File: config.mk
export PLATFORM = sky130hd
export DESIGN_NAME = spi_dual_buf_master
export DESIGN_NICKNAME = d
export VERILOG_FILES = /design/src/rtl/spim_pkg.sv /design/src/rtl/spim_datapath.sv /design/src/rtl/spim_control.sv /design/src/rtl/spi_dual_buf_master.sv
export SDC_FILE = /design/constraint.sdc
export NUM_CORES = 1
export LEC_CHECK = 0
export ABC_AREA = 1
export BUFFER_PORTS_ARGS = -buffer_cell sky130_fd_sc_hd__buf_4
export CORE_MARGIN = 2
export CORE_UTILIZATION = 56
export CTS_CLUSTER_DIAMETER = 50
export DETAILED_ROUTE_END_ITERATION = 10
export PLACE_DENSITY_LB_ADDON = 0.12
export SYNTH_ARGS = -nofsm -noshare
export SYNTH_HDL_FRONTEND = slang
export SYNTH_SLANG_ARGS = --single-unit
File: constraint.sdc
create_clock -name clk -period 2 [get_ports clk]
set_clock_uncertainty 0.2 [all_clocks]
set_input_delay 0.1 -clock clk [delete_from_list [all_inputs] [get_ports clk]]
set_output_delay 0.1 -clock clk [all_outputs]
set_load 0.03 [all_outputs]
File: src/rtl/spim_pkg.sv
package spim_pkg;

  localparam int XFER_BITS = 8;

  localparam logic [1:0] ADDR_CTL  = 2'd0;
  localparam logic [1:0] ADDR_STAT = 2'd1;
  localparam logic [1:0] ADDR_DATA = 2'd2;

  // control register image, bit 0 is master
  typedef struct packed {
    logic rxIe;
    logic txIe;
    logic ssOutEn;
    logic faultEn;
    logic master;
  } spim_ctl_t;

  // strobes from control to datapath
  typedef struct packed {
    logic loadTx;
    logic startShift;
    logic captureRx;
    logic abort;
  } spim_strobe_t;

endpackage

File: src/rtl/spim_datapath.sv
module spim_datapath
  import spim_pkg::*;
#(
  parameter int HALF_DIV = 2
) (
  input  logic                 clk,
  input  logic                 rstN,
  input  spim_strobe_t         strb,
  input  logic [XFER_BITS-1:0] wdata,
  input  logic                 miso,
  output logic                 busy,
  output logic                 done,
  output logic                 sclk,
  output logic                 mosi,
  output logic [XFER_BITS-1:0] txBuf,
  output logic [XFER_BITS-1:0] rxBuf
);

  localparam int BW = $clog2(XFER_BITS);
  localparam int CW = (HALF_DIV > 1) ? $clog2(HALF_DIV) : 1;
  localparam logic [BW-1:0] LAST_BIT = BW'(XFER_BITS - 1);

  logic [XFER_BITS-1:0] shiftReg;
  logic [BW-1:0]        bitCnt;
  logic                 sclkQ;
  logic                 sampleBit;
  logic                 halfEnd;

  // half-period timer, omitted when the divider is one
  generate
    if (HALF_DIV == 1) begin : g_nodiv
      assign halfEnd = 1'b1;
    end else begin : g_div
      logic [CW-1:0] divCnt;
      always_ff @(posedge clk) begin
        if (!rstN) divCnt <= '0;
        else if (strb.startShift || strb.abort || !busy || halfEnd) divCnt <= '0;
        else divCnt <= divCnt + 1'b1;
      end
      assign halfEnd = (divCnt == CW'(HALF_DIV - 1));
    end
  endgenerate

  assign done = busy && sclkQ && halfEnd && (bitCnt == LAST_BIT);

  always_ff @(posedge clk) begin
    if (!rstN) begin
      busy      <= 1'b0;
      sclkQ     <= 1'b0;
      shiftReg  <= '0;
      bitCnt    <= '0;
      sampleBit <= 1'b0;
    end else if (strb.abort) begin
      busy  <= 1'b0;
      sclkQ <= 1'b0;
    end else if (strb.startShift) begin
      shiftReg <= txBuf;
      busy     <= 1'b1;
      sclkQ    <= 1'b0;
      bitCnt   <= '0;
    end else if (busy && halfEnd) begin
      if (!sclkQ) begin
        sclkQ     <= 1'b1;
        sampleBit <= miso;
      end else begin
        sclkQ    <= 1'b0;
        shiftReg <= {shiftReg[XFER_BITS-2:0], sampleBit};
        bitCnt   <= bitCnt + 1'b1;
        if (bitCnt == LAST_BIT) busy <= 1'b0;
      end
    end
  end

  always_ff @(posedge clk) begin
    if (!rstN) begin
      txBuf <= '0;
      rxBuf <= '0;
    end else begin
      if (strb.loadTx)    txBuf <= wdata;
      if (strb.captureRx) rxBuf <= {shiftReg[XFER_BITS-2:0], sampleBit};
    end
  end

  assign sclk = sclkQ;
  assign mosi = busy && shiftReg[XFER_BITS-1];

endmodule

File: src/rtl/spim_control.sv
module spim_control
  import spim_pkg::*;
(
  input  logic         clk,
  input  logic         rstN,
  input  logic [1:0]   busAddr,
  input  logic         busWr,
  input  logic         busRd,
  input  logic [4:0]   ctlWdata,
  input  logic         ssInN,
  input  logic         busy,
  input  logic         done,
  output spim_strobe_t strb,
  output spim_ctl_t    ctlReg,
  output logic         txEmpty,
  output logic         rxFull,
  output logic         fault,
  output logic         txArm,
  output logic         rxArm,
  output logic         ssOutN,
  output logic         irqTx,
  output logic         irqRx
);

  logic faultArm;
  logic statRd, dataRd, dataWr, ctlWr;
  logic txTake, rxClr, faultClr, faultDet, xferEnd;

  assign statRd = busRd && !busWr && (busAddr == ADDR_STAT);
  assign dataRd = busRd && !busWr && (busAddr == ADDR_DATA);
  assign dataWr = busWr && !busRd && (busAddr == ADDR_DATA);
  assign ctlWr  = busWr && !busRd && (busAddr == ADDR_CTL);

  assign txTake   = dataWr && txArm && txEmpty;
  assign rxClr    = dataRd && rxArm && rxFull;
  assign faultClr = ctlWr && faultArm && fault;
  assign faultDet = ctlReg.master && ctlReg.faultEn && !ctlReg.ssOutEn && !ssInN;
  assign xferEnd  = done && !faultDet;

  always_comb begin
    strb.loadTx     = txTake;
    strb.startShift = ctlReg.master && !busy && !txEmpty && !faultDet;
    strb.captureRx  = xferEnd && (!rxFull || rxClr);
    strb.abort      = faultDet;
  end

  always_ff @(posedge clk) begin
    if (!rstN) begin
      ctlReg   <= '0;
      txEmpty  <= 1'b1;
      rxFull   <= 1'b0;
      fault    <= 1'b0;
      txArm    <= 1'b0;
      rxArm    <= 1'b0;
      faultArm <= 1'b0;
    end else begin
      if (ctlWr) ctlReg <= spim_ctl_t'(ctlWdata);
      if (faultDet) ctlReg.master <= 1'b0;

      if (strb.startShift) txEmpty <= 1'b1;
      else if (txTake)     txEmpty <= 1'b0;

      if (xferEnd)    rxFull <= 1'b1;
      else if (rxClr) rxFull <= 1'b0;

      if (faultDet)      fault <= 1'b1;
      else if (faultClr) fault <= 1'b0;

      if (statRd)      txArm <= txEmpty;
      else if (dataWr) txArm <= 1'b0;

      if (statRd)      rxArm <= rxFull;
      else if (dataRd) rxArm <= 1'b0;

      if (statRd)     faultArm <= fault;
      else if (ctlWr) faultArm <= 1'b0;
    end
  end

  assign ssOutN = !(ctlReg.master && ctlReg.ssOutEn && busy);
  assign irqTx  = txEmpty && ctlReg.txIe;
  assign irqRx  = (rxFull || fault) && ctlReg.rxIe;

endmodule

File: src/rtl/spi_dual_buf_master.sv
module spi_dual_buf_master
  import spim_pkg::*;
#(
  parameter int HALF_DIV = 2
) (
  input  logic       clk,
  input  logic       rstN,
  input  logic [1:0] busAddr,
  input  logic       busWr,
  input  logic       busRd,
  input  logic [7:0] busWdata,
  output logic [7:0] busRdata,
  input  logic       miso,
  input  logic       ssInN,
  output logic       sclk,
  output logic       mosi,
  output logic       ssOutN,
  output logic       irqTx,
  output logic       irqRx
);

  spim_strobe_t strb;
  spim_ctl_t    ctlReg;
  logic         txEmpty, rxFull, fault, txArm, rxArm;
  logic         dpBusy, dpDone;
  logic [7:0]   txBuf, rxBuf;

  spim_control u_ctl (
    .clk(clk), .rstN(rstN), .busAddr(busAddr), .busWr(busWr), .busRd(busRd),
    .ctlWdata(busWdata[4:0]), .ssInN(ssInN), .busy(dpBusy), .done(dpDone),
    .strb(strb), .ctlReg(ctlReg), .txEmpty(txEmpty), .rxFull(rxFull),
    .fault(fault), .txArm(txArm), .rxArm(rxArm), .ssOutN(ssOutN),
    .irqTx(irqTx), .irqRx(irqRx)
  );

  spim_datapath #(.HALF_DIV(HALF_DIV)) u_dp (
    .clk(clk), .rstN(rstN), .strb(strb), .wdata(busWdata), .miso(miso),
    .busy(dpBusy), .done(dpDone), .sclk(sclk), .mosi(mosi),
    .txBuf(txBuf), .rxBuf(rxBuf)
  );

  always_comb begin
    busRdata = '0;
    if (busRd) begin
      case (busAddr)
        ADDR_CTL:  busRdata = {3'b000, ctlReg};
        ADDR_STAT: busRdata = {rxFull, 1'b0, txEmpty, fault, 4'b0000};
        ADDR_DATA: busRdata = rxBuf;
        default:   busRdata = '0;
      endcase
    end
  end

endmodule

* Word level (Yosys, flattened, before mapping)
Cells that the tools add are included.
** Word-level totals
- Word-level logic and storage cells :: 110
- Register bits after elaboration :: 42
- Input bits :: 16
- Output and inout port bits :: 13
** Cells by class
- Muxes and demuxes :: 23
- Bitwise operators :: 4
- Reductions and logical operators :: 59
- $add $sub $neg :: 2
- Equal/unequal tests :: 3
** Operators with widths (count)
- $mux 8 :: 4
- $logic_and 1x1->1 :: 29
- $pmux 8 s3 :: 1
- $reduce_bool 2->1 :: 8
- $mux 1 :: 15
- $logic_not 1->1 :: 9
- $mux 3 :: 3
- $reduce_and 3->1 :: 2
- $reduce_or 2->1 :: 3
- $logic_or 1x1->1 :: 5
- $not 1->1 :: 4
- $reduce_and 4->1 :: 1
- $add 3x1->3 const B :: 1
- $eq 3x3->1 const B :: 1
- $reduce_or 3->1 :: 1
- $eq 2x1->1 const B :: 1
- $eq 2x2->1 const B :: 1
- $logic_not 2->1 :: 1
- $add 1x1->1 const B :: 1

* Longest topological paths before layout
Gate-level depths: netlist of run 1.
- Depth in word-level cells :: 9
- Gate-level depth with buffers :: 9
- Depth with buffers taken out :: 8

* Modules after synthesis
Synthesis of run 1 repeated with hierarchy kept, for this count alone.
** Second synthesis, totals
- Cells, all modules :: 289
- Area total of the unflattened synthesis :: 1989.4 µm²
** By module, submodules not included
- spim_datapath :: area each 1305.0 µm², instances 1, cells an instance 177, seq. area each 620.6 µm²
- spim_control :: area each 544.3 µm², instances 1, cells an instance 81, seq. area each 220.2 µm²
- spi_dual_buf_master :: area each 140.1 µm², instances 1, cells an instance 31, seq. area each 0.0 µm²

* Worst setup path after synthesis of run 1
No wires, ideal clock.
- Path type :: flip-flop to flip-flop
- From :: register u_dp.sclkQ, in the netlist u_dp.sclk
- To :: register u_dp.rxBuf[6]
- Buffers on the path :: 1
- Stages on the path, launching flop included :: 7
- Clock period less this slack :: 1.597 ns
- Arrival time :: 1.282 ns
- Required time :: 1.685 ns
- Library setup time :: 0.115 ns
- Slack :: 0.403 ns
- Path through :: dfxtp_1 > nand2_1 > nor2_8 > buf_6 > nand3b_1 > nand2_1 > nor2_1
** On the way
- Longest elaborated chain between the ends :: 5
** Ends and longest elaborated chain
- from (decl) :: line spim_datapath.sv:25 : logic sclkQ;
- from (signal assigned) :: line spim_datapath.sv:49 : sclkQ <= 1'b0;
- from (signal assigned) :: line spim_datapath.sv:55 : sclkQ <= 1'b0;
- from (signal assigned) :: line spim_datapath.sv:59 : sclkQ <= 1'b0;
- $logic_and 1x1->1 (3 in a row) :: line spim_datapath.sv:44 : assign done = busy && sclkQ && halfEnd && (bitCnt == LAST_BIT);
- $logic_and 1x1->1 :: line spim_control.sv:38 : assign xferEnd = done && !faultDet;
- $logic_and 1x1->1 :: line spim_control.sv:43 : strb.captureRx = xferEnd && (!rxFull || rxClr);
- to (signal assigned) :: line spim_datapath.sv:80 : if (strb.captureRx) rxBuf <= {shiftReg[XFER_BITS-2:0], sampleBit};
- to (decl) :: line spim_datapath.sv:16 : output logic [XFER_BITS-1:0] rxBuf
No other way between the ends.
A chain may end at the register's enable or synchronous reset.

* Worst setup path after layout of run 1
- From :: input busWr
- To :: register u_ctl.faultArm
** On the way
- Longest elaborated chain between the ends :: 4
- Elaborated cells between the ends (all ways) :: 7
- Classes of those cells :: mux (1); reduce/logical (6)
** Ends and longest elaborated chain
- from (decl) :: line spi_dual_buf_master.sv:9 : input logic busWr,
- $logic_not 1->1 :: line spim_control.sv:29 : assign statRd = busRd && !busWr && (busAddr == ADDR_STAT);
- $logic_and 1x1->1 (2 in a row) :: line spim_control.sv:29
- $mux 1 or $reduce_bool 2->1 (tied branches)
- to (signal assigned) :: line spim_control.sv:75 : if (statRd) faultArm <= fault;
- to (decl) :: line spim_control.sv:25 : logic faultArm;
Several ways; a longest one is shown, not always the timed one.

==> results of run 1 <==
==> per-stage QoR <==
| stage | worst slack, ps | instances | hold slack, ps |
|---|---|---|---|
| after floorplan | 403 | 279 | 27.0 |
| after detailed placement | 342 | 347 | 151 |
| after global routing | 0.404 | 377 | 63.0 |
| final | 95.9 | 377 | 51.5 |
| after global placement | 373 | 347 | 148 |
| after CTS | 142 | 377 | 47.9 |
==> registers in the layout, summed over array words and instances (netlist names), 3 cells and up <==
name           count
u_dp.bitCnt        3
u_ctl.ctlReg       5
u_dp.txBuf         8
u_dp.rxBuf         8
u_dp.shiftReg      8
==> critical path, stage by stage <==
cell and delay [ps]:
buf_4 120, inv_1 70, dlygate4sd3_1 560, nand2_1 50
dlygate4sd3_1 550, nor2_1 280, nor2_1 90, nand2_1 70
a21oi_1 50
==> what timing repair did <==
| action | 4_1_cts | 5_1_grt |
|---|---|---|
| hold endpoints to repair | 27 | 0 |
| resized for setup | 0 | 2 |
| setup endpoints to repair | 0 | 3 |
| hold buffers | 22 | 0 |
==> cells by family after synthesis <==
family          after synthesis
buf+inv                      33
fa+ha+maj                     2
compound gates               56
flops                        42
simple gates                145
xor+xnor                      1
==> report_power, final <==
part | switching [mW] | total, mW | internal (mW) | leakage [nW]
logic | 0.0615 | 0.126 | 0.0642 | 0.727
clock network | 0.263 | 0.434 | 0.171 | 0.0353
registers | 0.00455 | 0.846 | 0.842 | 0.339
total | 0.329 | 1.41 | 1.08 | 1.10
==> path summary, 6_finish.rpt <==
check	end	slack [ps]
setup / recovery	u_ctl.faultArm	100
hold / removal	u_ctl.txArm	50
setup reg to reg	u_ctl.ctlReg[0]	180
hold reg to reg	u_ctl.faultArm	280
==> per-layer routing <==
layer  wire (µm)  vias up
li1            -     1013
met1        2100      887
met2        2310       50
met3         228       12
met4         125        0
met5           0        -
==> layout make-up <==
type,count,share of cell area [%]
Sequential cell,42,33.1
Clock inverter,1,0.197
Inverter,25,3.84
Multi-Input combinational cell,204,40.9
Clock buffer,7,2.17
Timing Repair Buffer,52,17.5
Tap cell,46,2.27
==> layout by cell type, fill, tap and decap left out, drive strengths merged <==
cell type    Yosys  layout
a31oi            1       1
clkbuf           3       7
o21a             2       2
inv             23      23
ha               2       2
a21oi           35      35
buf              5      30
nand2           76      76
nor3b            2       2
xor2             1       1
o21bai           1       1
dfxtp           42      42
nand3b           8       8
nor3             1       1
a211oi           3       3
nand3           20      20
nor2            38      38
o211ai           1       1
o21ai           13      13
clkinv           2       3
dlygate4sd3      0      22
==> qor.yml, run 1 <==
place:
  placed_area_um2: 2250
  place_hpwl_um: 3180
  portBuffers: 28
  place_congestion: 0.793
floorplan:
  die-area_um2: 4120
  initial_core_util_pct: 59.5
  die_width_um: 64.2
  pin_count: 29
  core_area_um2: 3420
  die_height_um: 64.2
  rows: 21
setup_path:
  r2r-start: "u_ctl.ctlReg[0]"
  end_kind: "register"
  required_ps: 2030
  r2r_cells: 6
  crit_path_start_kind: "primary input"
  cp-startpoint: "busWr"
  critPathMaxFanout: 6
  worstSetupPathType: "primary input to register"
  cp.arrival_ps: 1930
sta:
  period_share_pct: 95.2
  max_slew_margin_pct: 70.3
  worstMarginPinSlew_ps: 445
  timing.fmax_ghz: 0.525
  hold_violations: 0
  setup_violations: 0
  rsz0062_at_grt: "false"
  fin_crit_ps: 1900
  timing.final.max_slew_violations: 0
  fin_setup_tns_ps: 0
global_route:
  top_usage_layer: "met2"
  grt_use_met1_pct: 29.2
  grt_util_all_layers_pct: 25.7
  grt_max_degree: 25
  antenna_found_initial: 0
  met2_usage_pct: 46.5
  grt_pass1_wl_um: 8260
  grt.overflow.total: 0
  met3_usage_pct: 4.58
  grt_pass1_vias: 1924
detailed_routing:
  drt.antenna.violating_nets: 0
  route.detailed.vias_per_inst: 5.20
  post_drt_wl_per_cell_um: 12.6
  drc: 0
  routed_wl_um: 4760
  first_iter_violations: 110
  dr.pass1.iters: 4
  via_count: 1962
yosys:
  yosysTopAreaCell: "dfxtp_1"
  ys_async_sr_fraction_pct: 0
  avgSynthCellArea_um2: 7.28
  synth-simple-area-share_pct: 34.6
  ys_seq_area_share_pct: 41.4
  synth_compound_area_share_pct: 14.7
  synth_seq_cells: 42
  synth_most_common_cell: "nand2_1"
  synth-edff-count: 0
  synthTopCellsByCount: "nand2_1 (68), dfxtp_1 (42), a21oi_1 (35)"
  synth_top_family_by_area: "simple AND/OR/NAND/NOR gates"
  yosysWarnings: 0
  ys_top_cells_by_area: "dfxtp_1 (41%), nand2_1 (13%), a21oi_1 (8.6%), nor2_1 (6.1%), nand3_1 (4.4%)"
  synth.mux.area_fraction_pct: 0
  synth_top_flop_cell: "dfxtp_1"
  synth-xor-area-share_pct: 0.431
  synth_area_um2: 2030
  yosysTopAreaCellShare_pct: 41.4
  synthAdderAreaFrac_pct: 1.23
  synthCells: 279
  synth_cell_types: 30
  synth_fp_nets: 297
status:
  status: "finished clean"
layout:
  synthToLayoutAreaGrowth_pct: 25.0
  seq_area_um2: 841
  multiInputGateArea_um2: 1040
  final_layout_size_suffix_gt1_share_pct: 17.2
  utilization_pct: 74.3
  n_fill_cell: 273
  design_area_um2: 2540
  antennaDiodeCount: 0
  layout.nets: 348
clock_tree:
  cts_buffers: 5
  clock_sinks: 42
  clk_pin_slew_worst_paths_ps: 110
  htree_num_levels: 2
  max-clock-path-buffers: 2
  clock_latency_ps: 350
  cts_root_buf: "clkbuf_4"
  post_cts_buffers: 0
  cts_tree: "built"
power_and_ir_drop:
  vdd.ir_drop.worst_uv: 569
  p_total_mw: 1.41
  p_leak_nw: 1.10
  power_density_nw_per_um2: 554
worst_hold_path:
  whs_path_depth: 5
  hold_path.class: "primary input to register"
  hp-start: "busAddr[0]"
flow_run:
  maxCapViolCount: 0
Power figures use the tool's default switching activity.
==> run 2: changes to the inputs <==
- CELL_PAD_IN_SITES_DETAIL_PLACEMENT: not set -> 0
- CELL_PAD_IN_SITES_GLOBAL_PLACEMENT: not set -> 1
- CORE_UTILIZATION: 56 -> 41
==> qor.yml, run 2 (synthesis gave the netlist of run 1 again) <==
setup_path:
  cp.arrival_ps: 1770  # -160 ps
  required_ps: 1990  # -40 ps
  crit_path_start_kind: "register"
  slowest_stage: "dlygate4sd3_1"
  end_kind: "register"
  worstSetupPathType: "register to register"
  r2r_end: "u_dp.txBuf[0]"
  slowest_delay_ps: 570  # about the same
  critPathMaxFanout: 8  # +2
  r2r_cells: 4  # -2
  reg2reg_slack_ps: 220  # +40 ps
  cp_cell_sequence: "nand3_1 > o21ai_0 > dlygate4sd3_1 > nor2_1"
  r2r-start: "u_ctl.txEmpty"
place:
  place_congestion: 0.850  # +7.2%
  place_hpwl_um: 3440  # +8.3%
  place_inst: 367  # +5.8%
  portBuffers: 28  # unchanged
sta:
  fin_crit_ps: 1780  # -125 ps
  max_slew_margin_pct: 70.5  # +0.20 points
  rsz0062_at_grt: "false"
  timing.fmax_ghz: 0.562  # +7.0%
  worstMarginPinSlew_ps: 442  # -2.97 ps
  setup_violations: 0  # unchanged
  period_share_pct: 88.9  # -6.3 points
  hold_violations: 0  # unchanged
  fin_setup_tns_ps: 0  # unchanged
  timing.final.max_slew_violations: 0  # unchanged
global_route:
  grt_pass1_vias: 1701  # -12%
  grt_util_all_layers_pct: 19.0  # -6.6 points
  grt_pass1_wl_um: 8040  # -2.7%
  antenna_found_initial: 0  # unchanged
  grt.overflow.total: 0  # unchanged
  grt_max_degree: 25  # unchanged
floorplan:
  die_height_um: 74.4  # +16%
  initial_core_util_pct: 42.7  # -17 points
  core_area_um2: 4750  # +39%
  die-area_um2: 5530  # +34%
  pin_count: 29  # unchanged
  die_width_um: 74.4  # +16%
  rows: 25  # +19%
clock_tree:
  clock_sinks: 42  # unchanged
  max-clock-path-buffers: 2  # unchanged
  cts_root_buf: "clkbuf_8"
  htree_num_levels: 2  # unchanged
  cts_tree: "built"
  cts_buffers: 5  # unchanged
  clk_pin_slew_worst_paths_ps: 80  # -30 ps
  clock_latency_ps: 300  # -50 ps
  post_cts_buffers: 0  # unchanged
detailed_routing:
  via_count: 1870  # -4.7%
  post_drt_wl_per_cell_um: 12.3  # -2.4%
  dr.pass1.iters: 4  # unchanged
  route.detailed.vias_per_inst: 4.78  # -8.1%
  drt.antenna.violating_nets: 0  # unchanged
  drc: 0  # unchanged
  routed_wl_um: 4820  # +1.2%
  first_iter_violations: 83  # -25%
worst_hold_path:
  holdPathEnd: "u_ctl.rxArm"
  hold_path.class: "primary input to register"
  whs_path_depth: 5  # unchanged
  hp-start: "busWr"
layout:
  antennaDiodeCount: 0  # unchanged
  reg_top3: "u_dp.rxBuf (8), u_dp.shiftReg (8), u_dp.txBuf (8)"
  synthToLayoutAreaGrowth_pct: 25.0  # unchanged
  final_cell_mix: "nand2_1 (68), dfxtp_1 (42), a21oi_1 (35), nor2_1 (33), buf_4 (29)"
  final_layout_size_suffix_gt1_share_pct: 16.7  # -0.55 points
  layout.nets: 341  # -2.0%
  final_common_cell: "nand2_1"
  final_cells: 391  # +3.7%
flow_run:
  maxCapViolCount: 0  # unchanged
power_and_ir_drop:
  p_leak_nw: 1.08  # -1.6%
  power_density_nw_per_um2: 639  # +15%
  vdd.ir_drop.worst_uv: 290  # -49%
status:
  status: "finished clean"
## run 2: cell types whose count changed in the layout (fill, tap and decap cells not counted), sizes merged
cell         change
bufinv           +1
clkinv           -1
dlygate4sd3      -6
buf              -1
## run 2: power breakdown
part           total (mW)  switching [mW]  internal [mW]  leakage (nW)
sequential          0.846         0.00537          0.841         0.339
combinational       0.113          0.0576         0.0558         0.692
clock               0.664           0.290          0.374        0.0524
total                1.62           0.353           1.27          1.08
## run 2: area by class of cell
| class | instances | area [µm²] |
|---|---|---|
| sequential | 42 | 841 |
| tap | 67 | 83.8 |
| clock inverter | 1 | 30.0 |
| clock buffer | 7 | 76.3 |
| fill | 509 | 2220 |
| multi-input combinational | 204 | 1030 |
| timing repair buffer | 45 | 378 |
| inverter | 25 | 95.1 |
## run 2: worst max-delay path: cells and delay by family, from the launching register on
kind,cells,cell delay [ps]
DFF,1,420
AOI/OAI and AO/OA,1,200
and+or+nand+nor,2,290
buffers and inverters,1,570
## run 2: stage by stage
| step | utilization, % | worst slack, ps | area [µm²] | hold WS [ps] | power (mW) |
|---|---|---|---|---|---|
| 5_1_grt | 53.4 | 84.2 | 2540 | 97.0 | 1.69 |
| 6_report | 53.4 | 221 | 2540 | 43.2 | 1.62 |
| 4_1_cts | 53.4 | 208 | 2540 | 35.8 | 1.64 |
| 3_5_place_dp | 47.8 | 336 | 2270 | 153 | 0.956 |
| 3_3_place_gp | 47.8 | 349 | 2270 | 148 | 0.957 |
| 2_1_floorplan | - | 403 | 2030 | 27.0 | 0.912 |
## run 2: worst max path at each step
stage | startpoint | to | slack (ps) | cells after the start
2_1_floorplan | u_dp.sclk | u_dp.rxBuf[6] | 400 | 6
3_3_place_gp | u_ctl.ctlReg[0] | u_dp.shiftReg[7] | 350 | 8
3_5_place_dp | u_ctl.txEmpty | u_dp.shiftReg[7] | 340 | 8
4_1_cts | u_ctl.txEmpty | u_dp.txBuf[5] | 210 | 4
5_1_grt | u_ctl.txEmpty | u_dp.txBuf[6] | 80 | 4
6_report | u_ctl.txEmpty | u_dp.txBuf[0] | 220 | 4
## run 2: repair_timing
action,CTS,global route
hold buffers,16,0
hold endpoints to repair,23,0
gates resized for setup,0,0
## run 2: per-layer routing
| metal | track usage [%] | part of all wire [%] |
|---|---|---|
| met1 | 25.6 | 50 |
| met2 | 31.4 | 46 |
| met3 | 4.20 | 3.1 |
| met4 | 4.17 | 0.95 |
| met5 | 0 | 0 |
